File: src/rtl/part_mem_decoder.sv
module part_mem_decoder #(
  parameter int ADDR_W = 16,
  parameter int PART_W = 4
) (
  input  logic              clk,
  input  logic              rst_n,
  input  logic [ADDR_W-1:0] addr,
  input  logic [1:0]        acc_type,
  input  logic [PART_W-1:0] part_reg,
  input  logic              map_full,
  input  logic              periph_en,
  output logic              ram_ce,
  output logic              ext_sel,
  output logic              rtc_sel,
  output logic              ram_we,
  output logic              fault
);
  localparam int GRAN_W = ADDR_W - PART_W;
  localparam logic [1:0] ACC_FETCH = 2'b01;
  localparam logic [1:0] ACC_READ  = 2'b10;
  localparam logic [1:0] ACC_WRITE = 2'b11;

  wire [ADDR_W-1:0] boundary = {part_reg, {GRAN_W{1'b0}}};
  wire below    = addr < boundary;
  wire is_fetch = acc_type == ACC_FETCH;
  wire is_data  = acc_type[1];
  wire is_wr    = acc_type == ACC_WRITE;

  wire fetch_ok  = is_fetch & (map_full | below);
  wire fetch_ref = is_fetch & ~fetch_ok;
  wire data_rtc  = is_data & periph_en;
  wire data_ram  = is_data & ~periph_en & (map_full | ~below);
  wire data_ext  = is_data & ~periph_en & ~map_full & below & ~is_wr;
  wire wr_block  = is_wr & ~periph_en & ~map_full & below;

  always_ff @(posedge clk) begin
    if (!rst_n) begin
      ram_ce  <= 1'b0;
      ext_sel <= 1'b0;
      rtc_sel <= 1'b0;
      ram_we  <= 1'b0;
      fault   <= 1'b0;
    end else begin
      ram_ce  <= fetch_ok | data_ram;
      ext_sel <= data_ext;
      rtc_sel <= data_rtc;
      ram_we  <= is_wr & data_ram;
      fault   <= fetch_ref | wr_block;
    end
  end

  assert_one_select_R11: assert property (@(posedge clk) disable iff (!rst_n)
    $onehot0({ram_ce, ext_sel, rtc_sel}));
  assert_fault_alone_R11: assert property (@(posedge clk) disable iff (!rst_n)
    fault |-> !(ram_ce || ext_sel || rtc_sel || ram_we));
  assert_we_needs_ce_R11: assert property (@(posedge clk) disable iff (!rst_n)
    ram_we |-> ram_ce);
  assert_no_offchip_fetch_R7: assert property (@(posedge clk) disable iff (!rst_n)
    acc_type == ACC_FETCH |=> !ext_sel);
  assert_ext_only_read_R6: assert property (@(posedge clk) disable iff (!rst_n)
    (acc_type != ACC_READ) |=> !ext_sel);
  assert_rtc_when_enabled_R9: assert property (@(posedge clk) disable iff (!rst_n)
    (acc_type[1] && periph_en) |=> (rtc_sel && !fault));
  assert_full_never_faults_R3: assert property (@(posedge clk) disable iff (!rst_n)
    map_full |=> !fault);
  assert_idle_quiet_R2: assert property (@(posedge clk) disable iff (!rst_n)
    acc_type == 2'b00 |=> !(ram_ce || ext_sel || rtc_sel || ram_we || fault));
  assert_read_no_we_R5: assert property (@(posedge clk) disable iff (!rst_n)
    acc_type == ACC_READ |=> !ram_we);
endmodule

File: config.mk
export PLATFORM = sky130hd
export DESIGN_NAME = part_mem_decoder
export DESIGN_NICKNAME = d
export VERILOG_FILES = /design/src/rtl/part_mem_decoder.sv
export SDC_FILE = /design/constraint.sdc
export NUM_CORES = 1
export LEC_CHECK = 0
export BUFFER_PORTS_ARGS = -buffer_cell sky130_fd_sc_hd__buf_2
export CORE_AREA = 2 2 39 41
export CTS_BUF_LIST = sky130_fd_sc_hd__clkbuf_16
export CTS_CLUSTER_SIZE = 12
export DETAILED_ROUTE_END_ITERATION = 16
export DIE_AREA = 0 0 41 43
export PLACE_DENSITY_LB_ADDON = 0.25
export REMOVE_ABC_BUFFERS = 1
export SETUP_SLACK_MARGIN = 0.1
export SLEW_MARGIN = 20
export SYNTH_ARGS = -nofsm -noshare
export SYNTH_HDL_FRONTEND = slang
export SYNTH_SLANG_ARGS = --single-unit
export TNS_END_PERCENT = 30
File: constraint.sdc
create_clock -name clk -period 1.8 [get_ports clk]
set_clock_uncertainty 0.05 [all_clocks]
set_input_delay 0.36 -clock clk [delete_from_list [all_inputs] [get_ports clk]]
set_output_delay 0.36 -clock clk [all_outputs]
set_load 0.005 [all_outputs]
==> results of run 1 <==
==> stage by stage <==
step	instances	hold WS [ns]	area [sq um]	worst slack [ns]
3_3_place_gp	65	0.529	413	0.108
4_1_cts	69	0.296	492	0.347
2_1_floorplan	31	0.387	303	0.282
3_5_place_dp	65	0.532	413	0.109
6_report	69	0.296	492	0.349
5_1_grt	69	0.323	492	0.279
==> synthesized netlist by cell type, drive strengths merged <==
cell,number
o21a,2
o21ai,2
a2111oi,1
nor2,3
or3,1
nor4,1
and3,1
nand2b,1
nor3,2
ha,3
nand3b,2
o2111a,1
inv,3
nor2b,2
dfxtp,5
a21oi,1
==> critical path: cells and delay by family <==
family / cells / cell delay, ns
compound gates: 2 / 0.65
fa+ha+maj: 1 / 0.32
buf+inv: 1 / 0.10
simple gates: 1 / 0.09
==> power by group through the flow <==
| stage | combinational [uW] | sequential [uW] | clock [uW] |
|---|---|---|---|
| global route | 76.4 | 117 | 371 |
| detailed placement | 68.0 | 118 | 0 |
| floorplan | 40.1 | 119 | 0 |
| finish | 67.2 | 116 | 359 |
| CTS | 68.5 | 116 | 366 |
| global placement | 67.6 | 118 | 0 |
==> cells in the final DEF, fill, tap and decap left out <==
master | Yosys | routed
a2111oi_4 | 1 | 1
o2111a_1 | 1 | 1
inv_1 | 3 | 4
nor4_1 | 1 | 1
o21ai_0 | 2 | 2
or3_2 | 1 | 1
nor3_1 | 2 | 2
a21oi_1 | 1 | 1
nand3b_1 | 2 | 2
clkbuf_16 | 0 | 3
nor2_2 | 1 | 1
nor2b_1 | 2 | 2
buf_2 | 0 | 18
nand2b_4 | 1 | 1
o21a_1 | 2 | 2
and3_1 | 1 | 1
ha_1 | 3 | 3
dfxtp_1 | 5 | 5
nor2_1 | 2 | 2
==> cells by family (layout without fill, tap and decap cells) <==
family                     Yosys count  after routing  share of synthesized area
adders and majority gates            3              3                      0.124
DFF                                  5              5                      0.331
AOI/OAI and AO/OA                    7              7                      0.227
buffers and inverters                3             25                     0.0372
and+or+nand+nor                     13             13                      0.281
==> sequential cells by signal, summed over array words and instances, names as in the netlist <==
register  count
ram_we        1
ext_sel       1
rtc_sel       1
ram_ce        1
fault         1
==> layer usage <==
| layer | wire [microns] | global-route usage | vias to the layer above |
|---|---|---|---|
| met1 | 251 | 0.0990 | 139 |
| met4 | 31 | 0.100 | 0 |
| li1 | - | - | 157 |
| met2 | 279 | 0.109 | 12 |
| met3 | 56 | 0.0314 | 3 |
| met5 | 0 | 0 | - |
==> final cells by class <==
type | instances | area [sq um]
Clock buffer | 3 | 75.1
Multi-Input combinational cell | 23 | 191
Inverter | 3 | 11.3
Fill cell | 147 | 892
Sequential cell | 5 | 100
Timing Repair Buffer | 18 | 90.1
Clock inverter | 1 | 3.75
Tap cell | 16 | 20.0
==> path summary, 6_finish.rpt <==
kind                     from                  to  slack [ns]  cells after the start
setup / recovery     addr[13]   ram_we$_SDFF_PN0_        0.35                      5
hold / removal    acc_type[0]  ext_sel$_SDFF_PN0_        0.30                      2
==> flow_summary.yaml, run 1 <==
outcome:
  outcome: "finished clean"
layout:
  nets: 83
  post_route_cells_drive_above_1_share: 0.472
  final_util: 0.355
  antenna_cells: 0
  syn_to_final_growth_pct: 62.4
clocking:
  cts_resized: 0
  htreeDepth: 1
  cts.sinks: 5
  cts_made_buffers: 3
  tritoncts: "yes"
  clk_pin_slew_ns: 0.03
  cts_setup_buffers: 0
  clockBufferDepth: 2
  hold_buffers: 0
  root_buffer: "clkbuf_16"
worst_setup_path:
  start_kind: "input pin"
  path_class: "in2reg"
  worst_path_max_delay_cell: "a2111oi_4"
  endpoint_kind: "flip-flop"
  critPathArrivalTime_ns: 1.51
  cpPeakStageDelay_ns: 0.41
  crit_fanout: 5
  crit_path_cell_trace: "buf_2 > ha_1 > a2111oi_4 > nor2_2 > o2111a_1"
  worstPathRequired_ns: 1.86
global_route:
  antenna_found_initial: 0
  grt_pass1_vias: 260
  track_usage: 0.0872
  grt-ovfl-total: 0
  grt_max_degree: 6
  grt_pass1_wl_microns: 966
power_and_ir_drop:
  p_switching_uw: 105
  power.total_uw: 542
  leakagePower_uw: 0.000247
  combPwrFrac: 0.124
  powerDensity_nw_per_um2: 1100
  p_int_uw: 438
  swShare: 0.193
  pwr-share-seq: 0.215
  ir_drop_mv: 0.323
  p_clk_frac: 0.661
yosys:
  netlist_area_sq_um: 303
  ys_seq_area_frac: 0.331
  syn_avg_cell_area_sq_um: 9.77
  synth_area_leaders: "dfxtp_1, ha_1, a2111oi_4"
  synth.top_cell.area_share: 0.331
  yosysWarnings: 0
  synth_cells: 31
  synth_top_cell_by_area: "dfxtp_1"
  ys_types: 17
  synth-seq-cells: 5
floorplan:
  die_h_microns: 43
  io_pins: 31
  coreArea_sq_um: 1380
  dieWidth_microns: 41
  initial_utilization: 0.219
  rows: 14
  die_area_sq_um: 1760
detailed_routing:
  firstDrtPassIters: 1
  wl_microns: 618
  drc: 0
  wl_per_cell_microns: 8.96
  antenna_left: 0
  vias: 311
  viasPerCell: 4.51
  drtIter0Drc: 0
sta:
  setup_violations: 0
  worst_pin_slew_ns: 0.381
  rsz0062_at_grt: "no"
  final_max_slew_viol_count: 0
  tns_ns: 0
  finalCritPeriodShare: 0.806
  fmaxAchievable_ghz: 0.689
  hold_viol: 0
  relSlewSlack: 0.746
  min_period_ns: 1.45
min_path:
  worstHoldPathType: "in2reg"
placed_design:
  place.detailed.hpwl_microns: 499
  portBuffers: 18
  gp_congestion: 0.686
run:
  drv_cap: 0
Power figures use the tool's default switching activity.
==> inputs of run 2 (changes only) <==
==> constraint.sdc (replaced) <==
create_clock -name clk -period 1.5 [get_ports clk]
set_clock_uncertainty 0.05 [all_clocks]
set_input_delay 0.3 -clock clk [delete_from_list [all_inputs] [get_ports clk]]
set_output_delay 0.3 -clock clk [all_outputs]
set_load 0.005 [all_outputs]
==> flow_summary.yaml, run 2 (same netlist as run 1, synthesis figures left out) <==
layout:
  final_cell_mix: "buf_2, dfxtp_1, inv_1, clkbuf_16"
  fillers: 143
  final_cells: 70
  final_common_cell: "buf_2"
  final_util: 0.372
  syn_to_final_growth_pct: 69.8
  regArea_sq_um: 100
  multi_input_area_sq_um: 206
  nets: 84
  antenna_cells: 0
  post_route_cells_drive_above_1_share: 0.519
sta:
  worst_pin_slew_ns: 0.393
  relSlewSlack: 0.738
  min_period_ns: 1.32
  setup_violations: 0
  fmaxAchievable_ghz: 0.756
  final_max_slew_viol_count: 0
  finalCritPeriodShare: 0.882
  rsz0062_at_grt: "no"
  hold_viol: 0
clocking:
  hold_buffers: 0
  cts.sinks: 5
  cts_made_buffers: 3
  tritoncts: "yes"
  htreeDepth: 1
  root_buffer: "clkbuf_16"
  clockBufferDepth: 2
  clk_pin_slew_ns: 0.03
  cts_setup_buffers: 0
min_path:
  holdCritStartpoint: "acc_type[0]"
  whs_path_depth: 2
  worstHoldPathType: "in2reg"
  min_to: "ext_sel$_SDFF_PN0_"
detailed_routing:
  viasPerCell: 4.36
  wl_per_cell_microns: 9.19
  antenna_left: 0
  drc: 0
  drtIter0Drc: 2
  vias: 305
  wl_microns: 643
  firstDrtPassIters: 3
worst_setup_path:
  cpPeakStageDelay_ns: 0.40
  path_delay_family: "compound AO/OA/AOI/OAI gates"
  crit_path_cell_trace: "buf_2 > inv_1 > ha_4 > a2111oi_4 > nor2_2 > o2111a_1"
  critPathArrivalTime_ns: 1.38
  critPathBufInv: 2
  worst_path_max_delay_cell: "a2111oi_4"
  endpoint_kind: "flip-flop"
  crit_path_start: "part_reg[1]"
  start_kind: "input pin"
  path_class: "in2reg"
  crit_fanout: 5
  worstPathRequired_ns: 1.56
power_and_ir_drop:
  p_clk_frac: 0.649
  powerDensity_nw_per_um2: 1260
  swShare: 0.185
  p_switching_uw: 120
  leakagePower_uw: 0.000252
  p_int_uw: 530
  combPwrFrac: 0.136
  pwr-share-seq: 0.215
  ir_drop_mv: 0.392
placed_design:
  dp.cells: 66
  place.detailed.hpwl_microns: 505
  gp_congestion: 0.715
  portBuffers: 18
floorplan:
  coreArea_sq_um: 1380
  rows: 14
  die_area_sq_um: 1760
  die_h_microns: 43
  initial_utilization: 0.219
  io_pins: 31
  dieWidth_microns: 41
outcome:
  outcome: "finished clean"
global_route:
  grt-ovfl-total: 0
  grt_pass1_vias: 284
  grt_max_degree: 6
  track_usage: 0.0813
  antenna_found_initial: 0
  grt_pass1_wl_microns: 959
run:
  drv_cap: 0
run 2: changes by cell type in the layout (fill, tap and decap cells not counted), sizes merged:
cell and delta:
buf +1
run 2: cell type report:
cell class | count | share of cell area
inverter | 3 | 0.0219
tap | 16 | 0.0389
clock buffer | 3 | 0.146
timing repair buffer | 19 | 0.190
sequential | 5 | 0.195
multi-input combinational | 23 | 0.401
clock inverter | 1 | 0.00730
run 2: per-stage QoR:
| step | cell area (sq um) | hold slack, ns | power, uW | setup WS, ns | setup TNS (ns) |
|---|---|---|---|---|---|
| after floorplan | 303 | 0.327 | 191 | 0.0421 | 0 |
| after global placement | 420 | 0.469 | 224 | -0.131 | -0.263 |
| after detailed placement | 420 | 0.470 | 225 | -0.132 | -0.304 |
| after CTS | 512 | 0.236 | 658 | 0.118 | 0 |
| after global routing | 514 | 0.269 | 676 | 0.106 | 0 |
| final | 514 | 0.245 | 650 | 0.177 | 0 |
run 2: power groups by stage:
stage               combinational [uW]  sequential [uW]  clock (uW)
floorplan                         48.1              143           0
global placement                  83.0              141           0
detailed placement                83.4              142           0
CTS                               88.6              140         429
global route                      99.3              140         437
finish                            88.7              140         422
run 2: worst max path at each step:
stage                        endpoint  depth (start not counted)
CTS                 ram_we$_SDFF_PN0_                          6
detailed placement  ram_we$_SDFF_PN0_                          5
finish              ram_we$_SDFF_PN0_                          6
global placement    ram_we$_SDFF_PN0_                          5
floorplan           ram_we$_SDFF_PN0_                          5
global route        ram_we$_SDFF_PN0_                          6
run 2: timing repair:
item	CTS	global route
endpoints found under the hold margin	0	0
cloned	0	0
resized for setup	1	1
endpoints found under the setup margin	1	3
pin swaps	2	1
run 2: layer usage:
metal | GRT usage | part of all wire
met2 | 0.128 | 0.47
met1 | 0.0804 | 0.44
met3 | 0.0314 | 0.084
met4 | 0.0600 | 0
met5 | 0 | 0
